--- src/rtl/rn_pkg.sv ---
package rn_pkg;
  typedef enum logic [1:0] {
    CLS_ALU   = 2'd0,
    CLS_MOVE  = 2'd1,
    CLS_XOR   = 2'd2,
    CLS_STORE = 2'd3
  } rn_cls_e;
endpackage

--- src/rtl/rn_idiom_decode.sv ---
module rn_idiom_decode #(
  parameter int ARCH_REGS = 8,
  localparam int AW = $clog2(ARCH_REGS)
) (
  input  logic [1:0]    cls,
  input  logic [AW-1:0] src0,
  input  logic [AW-1:0] src1,
  output logic          use_src0,
  output logic          use_src1,
  output logic          use_dst,
  output logic          is_zero
);
  import rn_pkg::*;

  always_comb begin
    use_src0 = 1'b1;
    use_src1 = 1'b1;
    use_dst  = 1'b1;
    is_zero  = 1'b0;
    case (rn_cls_e'(cls))
      CLS_MOVE:  use_src1 = 1'b0;
      CLS_XOR: begin
        if (src0 == src1) begin
          use_src0 = 1'b0;
          use_src1 = 1'b0;
          is_zero  = 1'b1;
        end
      end
      CLS_STORE: use_dst = 1'b0;
      default: ;
    endcase
  end
endmodule

--- src/rtl/rn_alias_table.sv ---
module rn_alias_table #(
  parameter int ARCH_REGS = 8,
  parameter int PHYS_REGS = 16,
  localparam int AW = $clog2(ARCH_REGS),
  localparam int PW = $clog2(PHYS_REGS)
) (
  input  logic          clk,
  input  logic          rst_n,
  input  logic [AW-1:0] rd0_idx,
  input  logic [AW-1:0] rd1_idx,
  input  logic [AW-1:0] rdd_idx,
  output logic [PW-1:0] rd0_tag,
  output logic [PW-1:0] rd1_tag,
  output logic [PW-1:0] rdd_tag,
  input  logic          wr_en,
  input  logic [AW-1:0] wr_idx,
  input  logic [PW-1:0] wr_tag
);
  logic [PW-1:0] map_q [ARCH_REGS];
  logic [PW-1:0] map_d [ARCH_REGS];

  assign rd0_tag = map_q[rd0_idx];
  assign rd1_tag = map_q[rd1_idx];
  assign rdd_tag = map_q[rdd_idx];

  always_comb begin
    for (int i = 0; i < ARCH_REGS; i++) map_d[i] = map_q[i];
    if (wr_en) map_d[wr_idx] = wr_tag;
  end

  always_ff @(posedge clk or negedge rst_n) begin
    if (!rst_n) begin
      for (int i = 0; i < ARCH_REGS; i++) map_q[i] <= PW'(i);
    end else if (wr_en) begin
      for (int i = 0; i < ARCH_REGS; i++) map_q[i] <= map_d[i];
    end
  end
endmodule

--- src/rtl/rn_free_list.sv ---
module rn_free_list #(
  parameter int ARCH_REGS = 8,
  parameter int PHYS_REGS = 16,
  localparam int PW    = $clog2(PHYS_REGS),
  localparam int DEPTH = PHYS_REGS,
  localparam int IW    = $clog2(DEPTH),
  localparam int CW    = $clog2(DEPTH + 1),
  localparam int INIT  = PHYS_REGS - ARCH_REGS
) (
  input  logic          clk,
  input  logic          rst_n,
  input  logic          pop,
  input  logic          push,
  input  logic [PW-1:0] push_tag,
  output logic [PW-1:0] head_tag,
  output logic          empty
);
  logic [PW-1:0] ent_q [DEPTH];
  logic [IW-1:0] rd_q, rd_d, wr_q, wr_d;
  logic [CW-1:0] cnt_q, cnt_d;
  logic          do_pop, en;

  assign empty    = (cnt_q == '0);
  assign head_tag = ent_q[rd_q];
  assign do_pop   = pop && !empty;
  assign en       = do_pop || push;

  always_comb begin
    rd_d  = rd_q;
    wr_d  = wr_q;
    cnt_d = cnt_q;
    if (do_pop) rd_d = (rd_q == IW'(DEPTH - 1)) ? '0 : rd_q + 1'b1;
    if (push)   wr_d = (wr_q == IW'(DEPTH - 1)) ? '0 : wr_q + 1'b1;
    case ({push, do_pop})
      2'b10:   cnt_d = cnt_q + 1'b1;
      2'b01:   cnt_d = cnt_q - 1'b1;
      default: cnt_d = cnt_q;
    endcase
  end

  always_ff @(posedge clk or negedge rst_n) begin
    if (!rst_n) begin
      rd_q  <= '0;
      wr_q  <= IW'(INIT % DEPTH);
      cnt_q <= CW'(INIT);
    end else if (en) begin
      rd_q  <= rd_d;
      wr_q  <= wr_d;
      cnt_q <= cnt_d;
    end
  end

  always_ff @(posedge clk or negedge rst_n) begin
    if (!rst_n) begin
      for (int k = 0; k < DEPTH; k++)
        ent_q[k] <= (k < INIT) ? PW'(ARCH_REGS + k) : '0;
    end else if (push) begin
      ent_q[wr_q] <= push_tag;
    end
  end
endmodule

--- src/rtl/renamer_top.sv ---
module renamer_top #(
  parameter int ARCH_REGS = 8,
  parameter int PHYS_REGS = 16,
  localparam int AW = $clog2(ARCH_REGS),
  localparam int PW = $clog2(PHYS_REGS)
) (
  input  logic          clk,
  input  logic          rst_n,
  input  logic          in_valid,
  output logic          in_ready,
  input  logic [1:0]    in_cls,
  input  logic [AW-1:0] in_src0,
  input  logic [AW-1:0] in_src1,
  input  logic [AW-1:0] in_dst,
  output logic [PW-1:0] out_psrc0,
  output logic          out_psrc0_vld,
  output logic [PW-1:0] out_psrc1,
  output logic          out_psrc1_vld,
  output logic [PW-1:0] out_pdst,
  output logic          out_pdst_vld,
  output logic [PW-1:0] out_pold,
  output logic          out_zero,
  input  logic          ret_valid,
  input  logic [PW-1:0] ret_tag
);
  logic use_s0, use_s1, use_d, zero;
  logic fl_empty, alloc;
  logic [PW-1:0] head;

  rn_idiom_decode #(.ARCH_REGS(ARCH_REGS)) dec_i (
    .cls(in_cls), .src0(in_src0), .src1(in_src1),
    .use_src0(use_s0), .use_src1(use_s1), .use_dst(use_d), .is_zero(zero)
  );

  assign in_ready = !fl_empty;
  assign alloc    = in_valid && in_ready && use_d;

  rn_alias_table #(.ARCH_REGS(ARCH_REGS), .PHYS_REGS(PHYS_REGS)) rat_i (
    .clk(clk), .rst_n(rst_n),
    .rd0_idx(in_src0), .rd1_idx(in_src1), .rdd_idx(in_dst),
    .rd0_tag(out_psrc0), .rd1_tag(out_psrc1), .rdd_tag(out_pold),
    .wr_en(alloc), .wr_idx(in_dst), .wr_tag(head)
  );

  rn_free_list #(.ARCH_REGS(ARCH_REGS), .PHYS_REGS(PHYS_REGS)) fl_i (
    .clk(clk), .rst_n(rst_n),
    .pop(alloc), .push(ret_valid), .push_tag(ret_tag),
    .head_tag(head), .empty(fl_empty)
  );

  assign out_pdst      = head;
  assign out_pdst_vld  = use_d;
  assign out_psrc0_vld = use_s0;
  assign out_psrc1_vld = use_s1;
  assign out_zero      = zero;
endmodule

--- config.mk ---
export PLATFORM = sky130hd
export DESIGN_NAME = renamer_top
export DESIGN_NICKNAME = d
export VERILOG_FILES = /design/src/rtl/rn_pkg.sv /design/src/rtl/rn_idiom_decode.sv /design/src/rtl/rn_alias_table.sv /design/src/rtl/rn_free_list.sv /design/src/rtl/renamer_top.sv
export SDC_FILE = /design/constraint.sdc
export NUM_CORES = 1
export LEC_CHECK = 0
export BUFFER_PORTS_ARGS = -buffer_cell sky130_fd_sc_hd__buf_2
export CAP_MARGIN = 20
export CORE_MARGIN = 5
export CORE_UTILIZATION = 66
export DETAILED_ROUTE_END_ITERATION = 16
export PLACE_DENSITY = 0.91
export SLEW_MARGIN = 20
export SYNTH_ARGS = -nofsm -noshare
export SYNTH_HDL_FRONTEND = slang
export SYNTH_HIERARCHICAL = 1
export SYNTH_SLANG_ARGS = --single-unit
--- constraint.sdc ---
create_clock -name clk -period 5.3 [get_ports clk]
set_input_delay 0.53 -clock clk [delete_from_list [all_inputs] [get_ports clk]]
set_output_delay 0.53 -clock clk [all_outputs]
set_load 0.02 [all_outputs]
# After elaboration in Yosys (flattened, before gate mapping)
# Cells that the tools add are included.
# totals
input_bits	19
register_bits	109
elab_cells	90
# op_classes
bitwise	5
n_eq_ne	8
add_sub_neg	4
reduce_logical	12
muxes	27
n_lt_le_gt_ge	7
# ops
cell	n
bitwise mux 64 bit	1
2-to-1 mux 4 bit	12
binary-select mux 4 bit (select 3 bit)	3
bitwise mux 32 bit	1
binary-select mux 4 bit (select 4 bit)	1
demux 4 bit (select 4 bit)	1
demux 4 bit (select 3 bit)	1
>= comparator 4 bit, second input constant	3
NOT 3 -> 4 bit	3
>= comparator 5 bit, second input constant	2
NOT 4 -> 5 bit	2
one-hot mux 5 bit (2 select lines)	1
adder 4 x 1 -> 4 bit, second input constant	2
== test 4 bit, second input constant	2
== test 2 bit, second input constant	3
AND reduction 2 bit	3
adder 5 x 1 -> 5 bit, second input constant	1
logical AND 1 bit	5
logical NOT 5 bit	1
less-than comparator 5 x 1 -> 1 bit, second input constant	1
2-to-1 mux 1 bit	5
subtractor 5 x 1 -> 5 bit, second input constant	1
== test 2 x 1 -> 1 bit, second input constant	2
less-than comparator 4 x 1 -> 1 bit, second input constant	1
5 further kinds	5

# Longest topological paths before layout
# depth
depth_word	8
depth_mapped	14
depth_no_buf	12

# By module
# The synthesis kept the hierarchy.
# by_module_without_submodules
module	area_per_inst_um2	seq_area_each_um2	cells_per_inst	n_inst
rn_free_list	3913.8	1954.4	302	1
rn_alias_table	2080.7	815.8	114	1
rn_idiom_decode	68.8	0.0	9	1
renamer_top	12.5	0.0	2	1

# Worst setup path before layout
# Ideal clock, no wire load.
# synth_path
path_type	reg-to-reg
startpoint	register fl_i.cnt_q[1]
endpoint	register fl_i.cnt_q[4]
stages_incl_launch_ff	15
path_buffers	2
arrival_ns	3.099
required_time_ns	5.220
synth_period_minus_slack_ns	3.179
setup_slack_ns	2.121
cell_sequence	dfrtp_1 > buf_6 > or4_4 > nor2_1 > and3b_1 > o21ai_0 > inv_1 > ha_1 > clkbuf_1 > xor2_1 > ha_1 > a21boi_0 > o32ai_1 > nor4b_1 > xnor2_1
# synth_between
elab_chain_cells	8
word_cells_on_any_way	13
# synth_lines
item	line_no	source
start, declared	rn_free_list.sv:20	logic [CW-1:0] cnt_q, cnt_d;
start signal, assigned	rn_free_list.sv:45	cnt_q <= CW'(INIT);
start signal, assigned	rn_free_list.sv:49	cnt_q <= cnt_d;
logical NOT 5 bit *	rn_free_list.sv:23	assign empty = (cnt_q == '0);
via fl_empty	renamer_top.sv:27	logic fl_empty, alloc;
logical NOT 1 bit *	renamer_top.sv:35	assign in_ready = !fl_empty;
logical AND 1 bit * (2 in series)	renamer_top.sv:36	assign alloc = in_valid && in_ready && use_d;
via alloc	renamer_top.sv:27	
logical AND 1 bit *	rn_free_list.sv:25	assign do_pop = pop && !empty;
== test 2 bit / == test 2 x 1 -> 1 bit (equally long branches)	rn_free_list.sv:34	case ({push, do_pop})
nonzero test 2 bit (no source line)	--	
AND reduction 2 bit (no source line)	--	
# The timed path passes the listed nets; every way through them passes the cells marked *.
# A chain may end at the register's enable or synchronous reset.

# Worst setup path in the final report
# Ends and elaborated chain as after synthesis.

==> results.py <==
metrics = {
    "run_status": {
        "status": "finished, final reports clean",
    },
    "synthesis": {
        "ys_warn_count": 6,
        "synthArstFlopShare": 1.000,
        "synthesis.nets": 456,
        "synth_area_per_cell_sq_um": 14.23,
        "synth_ff_type": "dfrtp_1",
        "ys_ff_latch": 109,
        "synth_area_sq_um": 6076,
        "synthTopCellsByArea": "dfrtp_1 31%, mux2_2 20%, dfstp_2 15%, mux4_1 10%, mux4_2 3.0%",
        "synth_top_area_frac": 0.3089,
        "synth_cell_type_count": 53,
        "synth.yosys.seq_area_share": 0.4559,
        "synth_edf_count": 0,
        "yosys.area.top_type": "dfrtp_1",
        "postSynthCellCount": 427,
    },
    "setup_path": {
        "path_max_fanout": 13,
        "cpPeakStageDelay_ps": 580,
        "endpoint_kind": "register",
        "path_class": "reg -> reg",
        "arrival_ps": 3860,
        "required_ps": 5600,
        "cpMostUsedCell": "ha_1",
        "slowest_stage": "or4_4",
        "cp_top_family": "simple AND/OR/NAND/NOR gates",
        "path_cells": "or4_4 -> nor2_1 -> and3b_1 -> o21ai_0 -> inv_1 -> ha_1 -> xor2_1 -> ha_1 -> a21boi_0 -> o32ai_1 -> nor4b_1 -> xnor2_1",
        "start_kind": "register",
        "path_buf_inv": 1,
    },
    "die": {
        "die_area_sq_um": 11220,
        "die_w_um": 105.9,
        "core-area_sq_um": 9109,
        "start_util": 0.6670,
        "num_rows": 35,
        "chipHeight_um": 105.9,
        "io_pins": 40,
    },
    "detailed_routing": {
        "drtAntennaViolNets": 0,
        "firstDrtPassIters": 5,
        "drtIter0Drc": 335,
        "drt-wirelength-per-cell_um": 22.51,
        "vias": 3889,
        "route.detailed.drc": 0,
        "routed_wl_mm": 12.83,
        "viasPerCell": 6.823,
    },
    "finish": {
        "antenna_cells": 0,
        "mostFrequentLayoutCell": "mux2_2",
        "final_area_sq_um": 6477,
        "nets": 483,
        "layout_common_cells": "109 x mux2_2, 75 x dfrtp_1, 38 x buf_2",
        "drive_gt1_frac": 0.4793,
        "fin_util": 0.7111,
        "area_growth_pct": 6.610,
        "nFillCells": 579,
    },
    "min_path": {
        "hp-class": "in -> async",
    },
    "placed_design": {
        "placed_area_sq_um": 6292,
        "hpwlAfterDp_mm": 9.115,
        "preCtsSetupSlack_ps": 1832,
        "port_buffers": 39,
        "gp_congestion": 0.8180,
    },
    "timing": {
        "finClkSkew_ps": 17.79,
        "fin_crit_sh": 0.6712,
        "rsz0062_at_grt": "no",
        "worst_slack_ps": 1743,
        "relSlewSlack": 0.4372,
        "hold_viol": 0,
        "slew_viol_final": 0,
        "maxClockFrequency_mhz": 281.1,
        "setup_viol": 0,
        "fin_setup_tns_ps": 0,
        "worst_slew_pin_slew_ps": 844.3,
        "finalCriticalPeriod_ps": 3557,
    },
    "clock_network": {
        "cts-hold-fix-buffers": 0,
        "cts_tree": "built",
        "ctsHtreeMaxLevel": 3,
        "cts_root_buffer": "clkbuf_8",
        "cts_buffer_depth": 2,
        "cts.sinks": 109,
        "clk_pin_slew_ps": 110,
        "post_cts_resized": 0,
        "clock_latency_ps": 380,
        "cts_buffers": 9,
        "post_cts_buffers": 0,
    },
    "power": {
        "peakVddDrop_mv": 0.3038,
        "p_leak_uw": 0.002829,
        "p_per_area_nw_per_um2": 586.5,
    },
    "grt": {
        "grt_pass1_wl_mm": 21.18,
        "grt_pass1_vias": 3915,
        "grt_overflow": 0,
        "grt_max_degree": 71,
        "antenna_found_initial": 0,
        "track_usage": 0.2401,
    },
    "run": {
        "cap_violations": 0,
    },
}
-- metal layers --
metal	track usage	wire (um)	vias to the layer above
met1	0.3247	5132	2004
met3	0.03764	731	29
met2	0.4053	6668	146
met4	0.07123	301	0
li1	-	-	1710
met5	0	0	-
-- sequential cells by signal (all words and copies together), names as in the netlist --
signal / cells
fl_i/rd_q: 4
fl_i/ent_q: 64
rat_i/map_q: 32
fl_i/cnt_q: 5
fl_i/wr_q: 4
-- final timing paths --
check,start,to,slack (ps),cells past startpoint
worst max-delay path,fl_i/cnt_q[1]$_DFFE_PN0P_,fl_i/cnt_q[4]$_DFFE_PN0P_,1740,12
worst max register to register,fl_i/cnt_q[1]$_DFFE_PN0P_,fl_i/cnt_q[4]$_DFFE_PN0P_,1740,12
worst min-delay path,rst_n,fl_i/ent_q[41]$_DFFE_PN0P_,100,1
max in group asynchronous,rst_n,rat_i/map_q[13]$_DFFE_PN0P_,3930,2
min in group clk,fl_i/ent_q[52]$_DFFE_PN0P_,fl_i/ent_q[52]$_DFFE_PN0P_,510,1
worst min register to register,fl_i/ent_q[52]$_DFFE_PN0P_,fl_i/ent_q[52]$_DFFE_PN0P_,510,1
-- cell type report --
type                            count  area (sq um)  area share
Clock buffer                       10         127.6     0.01970
Clock inverter                      6         57.56    0.008885
Inverter                           11         41.29    0.006374
Multi-Input combinational cell    282          3129      0.4831
Sequential cell                   109          2770      0.4277
Tap cell                          111         138.9     0.02144
Timing Repair Buffer               41         212.7     0.03284
-- synthesized netlist by cell type (10+ instances only) --
library cell / number
mux2_2: 109
mux2i_1: 16
o21ai_0: 11
mux4_1: 24
nand2_1: 18
nand3_1: 11
dfrtp_1: 75
dfstp_2: 34
clkbuf_1: 14
ha_1: 10
inv_1: 11
-- metrics by stage --
step / hold WS [ps] / cells / total power (uW)
floorplan: 234.4 / 427 / 2841
global placement: 482.5 / 554 / 3186
detailed placement: 491.0 / 554 / 3320
CTS: 124.2 / 570 / 3797
global route: 131.4 / 570 / 4025
finish: 104.5 / 570 / 3799
-- power by group --
group          internal, uW  switching [uW]  total (uW)  leakage, uW
clock network           180             297         477    0.0000915
logic                   856             800        1660      0.00145
registers              1310             353        1670      0.00129
-- cells by family after synthesis --
group	Yosys count	share of synthesized area
mux	159	0.3668
flops	109	0.4559
simple gates	66	0.06817
compound gates	37	0.04510
buf+inv	36	0.02903
xor+xnor	10	0.01442
fa+ha+maj	10	0.02059
No activity file was read; power rests on OpenSTA's default activity.
